[config.mk]
export PLATFORM = sky130hd
export DESIGN_NAME = adc_serial_port
export DESIGN_NICKNAME = d
export VERILOG_FILES = /design/src/rtl/adc_sp_pkg.sv /design/src/rtl/sp_pin_sync.sv /design/src/rtl/sp_frame_seq.sv /design/src/rtl/sp_conv_stub.sv /design/src/rtl/adc_serial_port.sv
export SDC_FILE = /design/constraint.sdc
export NUM_CORES = 1
export LEC_CHECK = 0
export BUFFER_PORTS_ARGS = -buffer_cell sky130_fd_sc_hd__buf_2
export CAP_MARGIN = 20
export CORE_ASPECT_RATIO = 1.25
export CORE_MARGIN = 1
export CORE_UTILIZATION = 35
export CTS_BUF_LIST = sky130_fd_sc_hd__clkbuf_8 sky130_fd_sc_hd__clkbuf_16
export DETAILED_ROUTE_END_ITERATION = 7
export SKIP_LAST_GASP = 1
export SLEW_MARGIN = 15
export SYNTH_ARGS = -nofsm -noshare
export SYNTH_HDL_FRONTEND = slang
export SYNTH_SLANG_ARGS = --single-unit
[constraint.sdc]
create_clock -name clk -period 2.8 [get_ports clk]
set_input_delay 0 -clock clk [delete_from_list [all_inputs] [get_ports clk]]
set_output_delay 0 -clock clk [all_outputs]
set_load 0.02 [all_outputs]
[src/rtl/adc_sp_pkg.sv]
package adc_sp_pkg;
    localparam int RES_W       = 12;
    localparam int ADDR_W      = 4;
    localparam int CMD_W       = 8;
    localparam int CFG_W       = CMD_W - ADDR_W;
    localparam int FRAME_LEN   = 12;
    localparam int SAMPLE_FALL = 4;
    localparam int CNT_W       = $clog2(FRAME_LEN + 1);

    typedef logic [RES_W-1:0]  result_t;
    typedef logic [ADDR_W-1:0] addr_t;
    typedef logic [CFG_W-1:0]  cfg_t;

    // serial pin events after synchronization
    typedef struct packed {
        logic sel;    // chip select active
        logic rise;   // I/O clock rising edge seen
        logic fall;   // I/O clock falling edge seen
        logic din;    // data input aligned with the edges
    } pin_evt_t;
endpackage

[src/rtl/sp_pin_sync.sv]
module sp_pin_sync import adc_sp_pkg::*; #(
    parameter int STAGES = 2
) (
    input  logic     clk,
    input  logic     rst_n,
    input  logic     cs_n,
    input  logic     sclk,
    input  logic     sdi,
    output pin_evt_t evt
);
    typedef struct packed {
        logic [STAGES-1:0] cs;
        logic [STAGES-1:0] ck;
        logic [STAGES-1:0] di;
        logic              ck_last;
    } sync_t;

    sync_t sync_q, sync_d;

    always_comb begin
        sync_d         = sync_q;
        sync_d.cs      = {sync_q.cs[STAGES-2:0], cs_n};
        sync_d.ck      = {sync_q.ck[STAGES-2:0], sclk};
        sync_d.di      = {sync_q.di[STAGES-2:0], sdi};
        sync_d.ck_last = sync_q.ck[STAGES-1];
    end

    always_ff @(posedge clk or negedge rst_n) begin
        if (!rst_n) begin
            sync_q.cs      <= '1;
            sync_q.ck      <= '0;
            sync_q.di      <= '0;
            sync_q.ck_last <= 1'b0;
        end else begin
            sync_q <= sync_d;
        end
    end

    assign evt.sel  = !sync_q.cs[STAGES-1];
    assign evt.rise =  sync_q.ck[STAGES-1] && !sync_q.ck_last;
    assign evt.fall = !sync_q.ck[STAGES-1] &&  sync_q.ck_last;
    assign evt.din  =  sync_q.di[STAGES-1];
endmodule

[src/rtl/sp_frame_seq.sv]
module sp_frame_seq import adc_sp_pkg::*; (
    input  logic     clk,
    input  logic     rst_n,
    input  pin_evt_t evt,
    input  logic     load,
    input  result_t  load_val,
    output addr_t    chan,
    output cfg_t     cfg,
    output logic     sample_en,
    output logic     start,
    output logic     sdo,
    output logic     sdo_oe
);
    localparam logic [CNT_W-1:0] CMD_CNT  = CNT_W'(CMD_W);
    localparam logic [CNT_W-1:0] ADDR_LST = CNT_W'(ADDR_W - 1);
    localparam logic [CNT_W-1:0] CMD_LST  = CNT_W'(CMD_W - 1);
    localparam logic [CNT_W-1:0] FRM_CNT  = CNT_W'(FRAME_LEN);
    localparam logic [CNT_W-1:0] FRM_LST  = CNT_W'(FRAME_LEN - 1);
    localparam logic [CNT_W-1:0] SMP_LST  = CNT_W'(SAMPLE_FALL - 1);
    localparam logic [CNT_W-1:0] SMP_CNT  = CNT_W'(SAMPLE_FALL);

    typedef struct packed {
        logic             open;
        logic [CNT_W-1:0] rises;
        logic [CNT_W-1:0] falls;
        logic [CMD_W-1:0] cmd;
        addr_t            chan;
        cfg_t             cfg;
        result_t          held;
        result_t          sr;
        logic             samp;
        logic             start;
    } frm_t;

    frm_t frm_q, frm_d;

    always_comb begin
        frm_d       = frm_q;
        frm_d.start = 1'b0;
        if (evt.sel && !frm_q.open) begin
            frm_d.open  = 1'b1;
            frm_d.rises = '0;
            frm_d.falls = '0;
            frm_d.samp  = 1'b0;
            frm_d.sr    = frm_q.held;
        end else if (!evt.sel && frm_q.open) begin
            frm_d.open = 1'b0;
            frm_d.samp = 1'b0;
        end else if (frm_q.open) begin
            if (evt.rise && frm_q.rises < CMD_CNT) begin
                frm_d.cmd   = {frm_q.cmd[CMD_W-2:0], evt.din};
                frm_d.rises = frm_q.rises + 1'b1;
                if (frm_q.rises == ADDR_LST) frm_d.chan = frm_d.cmd[ADDR_W-1:0];
                if (frm_q.rises == CMD_LST)  frm_d.cfg  = frm_d.cmd[CFG_W-1:0];
            end
            if (evt.fall && frm_q.falls < FRM_CNT) begin
                frm_d.falls = frm_q.falls + 1'b1;
                if (frm_q.falls < FRM_LST) frm_d.sr = {frm_q.sr[RES_W-2:0], 1'b0};
                if (frm_q.falls == SMP_LST) frm_d.samp = 1'b1;
                if (frm_q.falls == FRM_LST) begin
                    frm_d.samp  = 1'b0;
                    frm_d.start = 1'b1;
                end
            end
        end
        if (load) begin
            frm_d.held = load_val;
            frm_d.sr   = load_val;
        end
    end

    always_ff @(posedge clk or negedge rst_n) begin
        if (!rst_n) frm_q <= '0;
        else        frm_q <= frm_d;
    end

    assign chan      = frm_q.chan;
    assign cfg       = frm_q.cfg;
    assign sample_en = frm_q.samp;
    assign start     = frm_q.start;
    assign sdo       = frm_q.sr[RES_W-1];
    assign sdo_oe    = frm_q.open;

    // the window opens exactly at the fourth falling edge
    a_r6_window_opens: assert property (@(posedge clk) disable iff (!rst_n)
        $rose(frm_q.samp) |-> frm_q.falls == SMP_CNT);

    // the channel only moves on a rising I/O clock edge of an open frame
    a_r4_chan_on_rise: assert property (@(posedge clk) disable iff (!rst_n)
        !(frm_q.open && evt.rise) |=> $stable(frm_q.chan));

    // a conversion is only launched at the end of a full frame
    a_r7_start_at_end: assert property (@(posedge clk) disable iff (!rst_n)
        frm_q.start |-> frm_q.falls == FRM_CNT);

    // with chip select released, no sampling window survives
    a_r9_idle_no_sample: assert property (@(posedge clk) disable iff (!rst_n)
        !evt.sel |=> !frm_q.samp);
endmodule

[src/rtl/sp_conv_stub.sv]
module sp_conv_stub import adc_sp_pkg::*; #(
    parameter int CONV_CYCLES = 24,
    parameter int N_CH        = 11,
    parameter int CODE_STEP   = 372,
    parameter int CODE_OFS    = 3
) (
    input  logic    clk,
    input  logic    rst_n,
    input  logic    start,
    input  addr_t   chan,
    output logic    eoc,
    output logic    load,
    output result_t result
);
    localparam int TW = $clog2(CONV_CYCLES + 1);
    localparam logic [TW-1:0] LAT = TW'(CONV_CYCLES - 1);
    localparam result_t MID = result_t'(1) << (RES_W - 1);

    typedef struct packed {
        logic          busy;
        logic [TW-1:0] cnt;
        addr_t         ch;
        logic          eoc;
        logic          load;
        result_t       res;
    } cv_t;

    cv_t cv_q, cv_d;

    function automatic result_t code_of(input addr_t a);
        int v;
        v = int'(a);
        if (v < N_CH)           return result_t'(v * CODE_STEP + CODE_OFS);
        else if (v == N_CH)     return MID;
        else if (v == N_CH + 1) return '0;
        else                    return '1;
    endfunction

    always_comb begin
        cv_d      = cv_q;
        cv_d.load = 1'b0;
        if (cv_q.load) cv_d.eoc = 1'b1;
        if (start) begin
            cv_d.busy = 1'b1;
            cv_d.cnt  = LAT;
            cv_d.ch   = chan;
            cv_d.eoc  = 1'b0;
        end else if (cv_q.busy) begin
            if (cv_q.cnt == '0) begin
                cv_d.busy = 1'b0;
                cv_d.load = 1'b1;
                cv_d.res  = code_of(cv_q.ch);
            end else begin
                cv_d.cnt = cv_q.cnt - 1'b1;
            end
        end
    end

    always_ff @(posedge clk or negedge rst_n) begin
        if (!rst_n) begin
            cv_q     <= '0;
            cv_q.eoc <= 1'b1;
        end else begin
            cv_q <= cv_d;
        end
    end

    assign eoc    = cv_q.eoc;
    assign load   = cv_q.load;
    assign result = cv_q.res;

    // the flag is low the cycle after a launch
    a_r7_eoc_drops: assert property (@(posedge clk) disable iff (!rst_n)
        start |=> !cv_q.eoc);

    // the flag only rises right after the result was handed over
    a_r7_eoc_after_load: assert property (@(posedge clk) disable iff (!rst_n)
        $rose(cv_q.eoc) |-> $past(cv_q.load));
endmodule

[src/rtl/adc_serial_port.sv]
module adc_serial_port import adc_sp_pkg::*; #(
    parameter int CONV_CYCLES = 24,
    parameter int SYNC_STAGES = 2
) (
    input  logic              clk,
    input  logic              rst_n,
    input  logic              cs_n,
    input  logic              sclk,
    input  logic              sdi,
    output logic              sdo,
    output logic              sdo_oe,
    output logic              eoc,
    output logic              sample_en,
    output logic [ADDR_W-1:0] chan_sel,
    output logic [CFG_W-1:0]  cfg_sel
);
    pin_evt_t evt;
    logic     conv_start;
    logic     conv_load;
    result_t  conv_res;
    addr_t    chan_w;

    sp_pin_sync #(.STAGES(SYNC_STAGES)) u_sync (
        .clk   (clk),
        .rst_n (rst_n),
        .cs_n  (cs_n),
        .sclk  (sclk),
        .sdi   (sdi),
        .evt   (evt)
    );

    sp_frame_seq u_frame (
        .clk       (clk),
        .rst_n     (rst_n),
        .evt       (evt),
        .load      (conv_load),
        .load_val  (conv_res),
        .chan      (chan_w),
        .cfg       (cfg_sel),
        .sample_en (sample_en),
        .start     (conv_start),
        .sdo       (sdo),
        .sdo_oe    (sdo_oe)
    );

    sp_conv_stub #(.CONV_CYCLES(CONV_CYCLES)) u_conv (
        .clk    (clk),
        .rst_n  (rst_n),
        .start  (conv_start),
        .chan   (chan_w),
        .eoc    (eoc),
        .load   (conv_load),
        .result (conv_res)
    );

    assign chan_sel = chan_w;

    // the output pad is never enabled while the synchronized select is idle
    a_r2_pad_idle: assert property (@(posedge clk) disable iff (!rst_n)
        !evt.sel |=> !sdo_oe);
endmodule

==> flow_metrics.env, run 1 <==
export IMPL_outcome="finished, final reports clean"
export IMPL_fin_area_um2=4320
export IMPL_cp_end_kind="flip-flop"
export IMPL_fin_worst_skew_ns=0.00505
export IMPL_core_um2=10600
export IMPL_num_io_pins=17
export IMPL_synth_top_cell_by_area="dfrtp_1"
export IMPL_syn_inst=339
export IMPL_areaGrowthSynthToFinish_pct=13.3
export IMPL_first_pass_iters=5
export IMPL_start_kind="flip-flop"
export IMPL_std_cell_rows=42
export IMPL_clk_path_buf_depth=2
export IMPL_die_w_um=95.4
export IMPL_path_class="reg -> reg"
export IMPL_cp_slowest_cell="fa_1"
export IMPL_numClockSinks=75
export IMPL_track_usage=0.148
export IMPL_synth_cell_types=56
export IMPL_ys_seq_area_frac=0.493
export IMPL_synthFlopType="dfrtp_1"
export IMPL_die_h_um=119
export IMPL_relSlewSlack=0.374
export IMPL_period_needed_ns=2.64
export IMPL_vias=2556
export IMPL_synth_top_area_share=0.472
export IMPL_cap_viol_max_count=0
export IMPL_holdWs_ns=0.308
export IMPL_portBuffers=16
export IMPL_rsz0062_at_grt="no"
export IMPL_drc=0
export IMPL_cp_max_fo=5
export IMPL_slowest_delay_ns=0.50
export IMPL_fin_util=0.407
export IMPL_postCtsSetupBuffers=0
export IMPL_final_cell_count_no_fill=487
export IMPL_finalHoldViolCount=0
export IMPL_initial_core_util=0.360
export IMPL_setup_violations=0
export IMPL_routed_wl_um=7360
export IMPL_p_per_area_nw_per_um2=710
export IMPL_die_area_um2=11300
export IMPL_yosysMostFrequentCell="dfrtp_1"
export IMPL_tns_ns=0
export IMPL_final_antenna_net_count=0
export IMPL_yosys_top_cells_area="dfrtp_1 (47%), ha_1 (6.9%), mux2_2 (5.9%), a211oi_1 (3.1%), a222oi_1 (2.6%)"
export IMPL_synth_area_um2=3820
export IMPL_synthTopCellsByCount="dfrtp_1 (72), ha_1 (21), nor2_1 (21)"
export IMPL_ys_ff_latch=75
export IMPL_dpl_hpwl_um=4970
export IMPL_clk_latency_ns=0.33
export IMPL_synth_async_reset_ratio=1.00
export IMPL_drtIter0Drc=137
export IMPL_clkTransAtPathRegs_ns=0.06
export IMPL_slew_viol_final=0
export IMPL_synth_edf_count=0
export IMPL_tightest_slew_ns=0.939
export IMPL_nets=380
export IMPL_path_buf_inv=2
export IMPL_cts_tree="done"
export IMPL_yosys_warnings=0
export IMPL_dpl_cell_area_um2=3940
export IMPL_crit_family="adder cells"
export IMPL_via_per_inst=5.25
export IMPL_required_ns=3.02
export IMPL_path_cells="ha_1, inv_1, fa_1, inv_1, fa_1, a21o_1, a211oi_1, nor4_1, o22a_1"
export IMPL_cts_made_buffers=9
export IMPL_grt_pass1_wl_um=12800
export IMPL_crit_arrival_ns=2.86
export IMPL_diodes=0
export IMPL_antenna_found_initial=0
export IMPL_syn_nets=369
export IMPL_fin_crit_sh=0.944
export IMPL_avgSynthCellArea_um2=11.3
export IMPL_wl_per_cell_um=15.1
export IMPL_finalWeightedCongestion=0.844
export IMPL_grt_pass1_vias=2735
export IMPL_cts_root_buffer_cell="clkbuf_16"
export IMPL_place_inst=467
export IMPL_hp_class="in -> reg"
export IMPL_leakage_nw=2.08
export IMPL_cts_max_level=3
export IMPL_vdd_drop_max_v=0.000441
export IMPL_layout_drive_gt1_share=0.220
export IMPL_fmax_mhz=378
export IMPL_grt_start_max_net_pins=76
export IMPL_overflow=0
==> cells by family (layout without fill, tap and decap cells) <==
group,Yosys count,in the layout,share of synthesized area
buffers and inverters,45,61,0.0600
multiplexers,26,26,0.0800
AND/OR/NAND/NOR,78,78,0.113
AO/OA/AOI/OAI,85,85,0.153
adder cells (fa/ha/maj),25,25,0.0898
flip-flops,75,75,0.493
XOR/XNOR,5,5,0.0115
==> flip-flops by register name, indices dropped and copies added (netlist names) <==
signal	cells
u_frame.sdo	1
u_frame.start	1
u_frame.frm_q	33
u_sync.sync_d	4
u_frame.sdo_oe	1
u_conv.load	1
u_sync.evt	1
u_frame.cfg	4
u_frame.chan	4
u_conv.result	11
u_sync.sync_q	2
u_frame.sample_en	1
u_conv.eoc	1
u_conv.cv_q	10
==> worst paths after layout <==
check | cells past startpoint | from | slack (ns) | endpoint
worst max-delay path | 9 | u_conv.cv_q[16] | 0.16 | u_conv.result[9]
worst min-delay path | 2 | cs_n | 0.31 | u_sync.sync_d[6]
worst max register to register | 9 | u_conv.cv_q[16] | 0.16 | u_conv.result[9]
worst min register to register | 0 | u_sync.sync_d[4] | 0.35 | u_sync.sync_d[0]
max in group asynchronous | 2 | rst_n | 1.79 | u_conv.cv_q[15]
min in group asynchronous | 2 | rst_n | 0.34 | u_frame.cfg[3]
==> report_power, final <==
group          internal, W  switching, W
combinational     0.000196      0.000294
clock             0.000823      0.000433
sequential         0.00122      0.000100
total              0.00224      0.000828
==> worst register-to-register path, delay by kind of cell (launching register included) <==
family	cells	cell delay, ns
flip-flops	1	0.43
AND/OR/NAND/NOR	1	0.09
adder cells (fa/ha/maj)	3	1.28
buffers and inverters	2	0.12
AO/OA/AOI/OAI	3	0.61
==> cell type report <==
| type | instances | area, um^2 |
|---|---|---|
| fill | 1029 | 6290 |
| sequential | 75 | 1880 |
| multi-input combinational | 219 | 1720 |
| clock buffer | 11 | 253 |
| tap | 132 | 165 |
| timing repair buffer | 24 | 153 |
| inverter | 21 | 78.8 |
| clock inverter | 5 | 76.3 |
==> timing repair <==
item / 4_1_cts / 5_1_grt
hold buffers: 4 / 0
resized for setup: 0 / 6
setup endpoints to repair: 0 / 3
hold endpoints to repair: 75 / 0
==> routing by layer <==
metal | part of all wire | up-vias | wire length (um) | track usage
met5 | 0 | - | 0 | 0
li1 | - | 1242 | - | -
met2 | 0.51 | 45 | 3740 | 0.245
met4 | 0.019 | 0 | 142 | 0.0625
met3 | 0.029 | 13 | 214 | 0.0309
met1 | 0.44 | 1256 | 3260 | 0.183
==> cells in the final DEF, fill, tap and decap left out, types with 3 or more instances in the layout <==
master	count
o21ai_1	6
mux2_2	20
nor3_1	4
a22o_1	3
nand2_1	17
a21o_1	6
buf_4	5
fa_1	4
clkbuf_16	9
a222oi_1	10
inv_1	21
ha_1	21
nand3_1	6
a21oi_1	15
buf_2	15
nor2_1	21
dlygate4sd3_1	4
nand2b_1	7
dfrtp_1	71
o21ai_0	16
a211oi_1	14
and3_1	3
xor2_1	3
mux2_4	4
dfstp_2	3
==> per-stage QoR <==
step	power, W	setup slack, ns
6_report	0.00307	0.157
3_3_place_gp	0.00182	0.213
4_1_cts	0.00311	0.119
3_5_place_dp	0.00183	0.136
2_1_floorplan	0.00168	0.293
5_1_grt	0.00323	0.000281
No activity file was read; power rests on OpenSTA's default activity.
==> inputs of run 2 (changes only) <==
--- a/config.mk
+++ b/config.mk
@@ -12,6 +12,7 @@
 export CORE_UTILIZATION = 35
 export CTS_BUF_LIST = sky130_fd_sc_hd__clkbuf_8 sky130_fd_sc_hd__clkbuf_16
 export DETAILED_ROUTE_END_ITERATION = 7
+export RECOVER_POWER = 100
 export SKIP_LAST_GASP = 1
 export SLEW_MARGIN = 15
 export SYNTH_ARGS = -nofsm -noshare
==> run 2 against run 1 <==
The flow now finishes with violations (capacitance limit, slew limit); worst setup slack got worse by 0.00052 ns; global-route usage unchanged; clock-buffer cell count unchanged; largest cell class unchanged; combinational power decreased by 2%; critical path type unchanged.
==> flow_metrics.env, run 2 (synthesized netlist as in run 1, its figures left out) <==
export IMPL_outcome="complete, but fails checks"
export IMPL_failed_checks="capacitance limit, slew limit"
export IMPL_overflow=0
export IMPL_fin_worst_skew_ns=0.00689
export IMPL_cap_viol_max_count=2
export IMPL_portBuffers=16
export IMPL_required_ns=3.02
export IMPL_clk_latency_ns=0.33
export IMPL_hp_class="in -> reg"
export IMPL_cts_tree="done"
export IMPL_numClockSinks=75
export IMPL_track_usage=0.148
export IMPL_die_area_um2=11300
export IMPL_cp_slowest_cell="fa_1"
export IMPL_pwr_share_comb=0.157
export IMPL_p_per_area_nw_per_um2=717
export IMPL_path_cells="ha_1, inv_1, fa_1, inv_1, fa_1, a21o_1, a211oi_1, nor4_1, o22a_1"
export IMPL_first_pass_iters=7
export IMPL_grt_pass1_vias=2735
export IMPL_vias=2567
export IMPL_clock_power_share=0.411
export IMPL_postCtsSetupBuffers=0
export IMPL_rsz0062_at_grt="no"
export IMPL_drtIter0Drc=151
export IMPL_cp_max_fo=5
export IMPL_clk_path_buf_depth=2
export IMPL_cp_end_kind="flip-flop"
export IMPL_finalHoldViolCount=0
export IMPL_leakage_nw=2.04
export IMPL_cts_root_buffer_cell="clkbuf_16"
export IMPL_drc=0
export IMPL_slew_viol_final=112
export IMPL_fmax_mhz=378
export IMPL_die_h_um=119
export IMPL_routed_wl_um=7370
export IMPL_p_seq_frac=0.432
export IMPL_antenna_found_initial=0
export IMPL_areaGrowthSynthToFinish_pct=11.9
export IMPL_clkTransAtPathRegs_ns=0.06
export IMPL_path_class="reg -> reg"
export IMPL_top_register="u_frame.frm_q"
export IMPL_diodes=0
export IMPL_cts_max_level=3
export IMPL_dpl_hpwl_um=4970
export IMPL_die_w_um=95.4
export IMPL_swShare=0.270
export IMPL_num_io_pins=17
export IMPL_setup_violations=0
export IMPL_switching_power_w=0.000827
export IMPL_vdd_drop_max_v=0.000445
export IMPL_tightest_slew_ns=1.83
export IMPL_period_needed_ns=2.64
export IMPL_std_cell_rows=42
export IMPL_crit_arrival_ns=2.86
export IMPL_layout_common_cells="dfrtp_1 (71), inv_1 (22), nor2_1 (21), ha_1 (21), mux2_2 (20)"
export IMPL_slowest_delay_ns=0.50
export IMPL_relSlewSlack=-0.223
export IMPL_finalPower_w=0.00306
export IMPL_core_um2=10600
export IMPL_final_antenna_net_count=0
export IMPL_fin_crit_sh=0.944
export IMPL_cts_made_buffers=9
export IMPL_layout_commonest_cell="dfrtp_1"
export IMPL_grt_start_max_net_pins=76
export IMPL_via_per_inst=5.27
export IMPL_finalWeightedCongestion=0.844
export IMPL_start_kind="flip-flop"
export IMPL_layout_drive_gt1_share=0.155
export IMPL_grt_pass1_wl_um=12800
export IMPL_nets=380
export IMPL_internal_power_w=0.00224
export IMPL_initial_core_util=0.360
export IMPL_largest_register_ffs=33
export IMPL_tns_ns=0
export IMPL_wl_per_cell_um=15.1
==> run 2: changes by cell type in the layout (fill, tap and decap cells not counted), sizes merged <==
cell | previous run | this run
buf | 20 | 6
clkbuf | 11 | 25
==> run 2: critical path: cells and delay by family (launching register included) <==
| family | cells | cell delay [ns] |
|---|---|---|
| AO/OA/AOI/OAI | 3 | 0.61 |
| buffers and inverters | 2 | 0.12 |
| adder cells (fa/ha/maj) | 3 | 1.28 |
| flip-flops | 1 | 0.43 |
| AND/OR/NAND/NOR | 1 | 0.09 |
==> run 2: final timing paths <==
check	from	to	slack, ns	cells past startpoint
min in group asynchronous	rst_n	u_frame.cfg[3]	0.70	2
hold reg to reg	u_sync.sync_d[4]	u_sync.sync_d[0]	0.35	0
setup / recovery	u_conv.cv_q[16]	u_conv.result[9]	0.16	9
setup reg to reg	u_conv.cv_q[16]	u_conv.result[9]	0.16	9
hold / removal	sclk	u_sync.sync_d[4]	0.31	2
max in group asynchronous	rst_n	u_conv.cv_q[15]	0.89	2
==> run 2: layout make-up <==
cell class                      count  area [um^2]
Clock inverter                      5         76.3
Clock buffer                       11          253
Sequential cell                    75         1880
Tap cell                          132          165
Timing Repair Buffer               24          131
Inverter                           21         78.8
Fill cell                        1045         6340
Multi-Input combinational cell    219         1690
==> run 2: what timing repair did <==
action / CTS / global route
setup endpoints to repair: 0 / 3
resized for setup: 0 / 6
hold buffers: 4 / 0
hold endpoints to repair: 75 / 0
==> run 2: routing by layer <==
metal,share of wire,routed length [um],global-route usage,up-vias
met3,0.029,217,0.0309,11
met4,0.019,139,0.0625,0
met1,0.45,3280,0.183,1269
li1,-,-,-,1240
met2,0.51,3730,0.245,47
met5,0,0,0,-
==> run 2: through the flow <==
stage	cell area (um^2)	setup slack, ns	hold slack, ns	cells	util
6_report	4270	0.157	0.310	487	0.402
5_1_grt	4270	0.000281	0.309	487	0.402
4_1_cts	4310	0.119	0.295	487	0.406
3_5_place_dp	3940	0.136	0.106	467	0.372
3_3_place_gp	3940	0.213	0.106	467	0.372
2_1_floorplan	3820	0.293	-0.296	339	-
==> run 2: power by group through the flow <==
stage	registers, W	logic (W)	clock network (W)
floorplan	0.00134	0.000345	0
global placement	0.00134	0.000477	0
detailed placement	0.00134	0.000487	0
CTS	0.00132	0.000495	0.00128
global route	0.00134	0.000539	0.00133
finish	0.00132	0.000481	0.00126
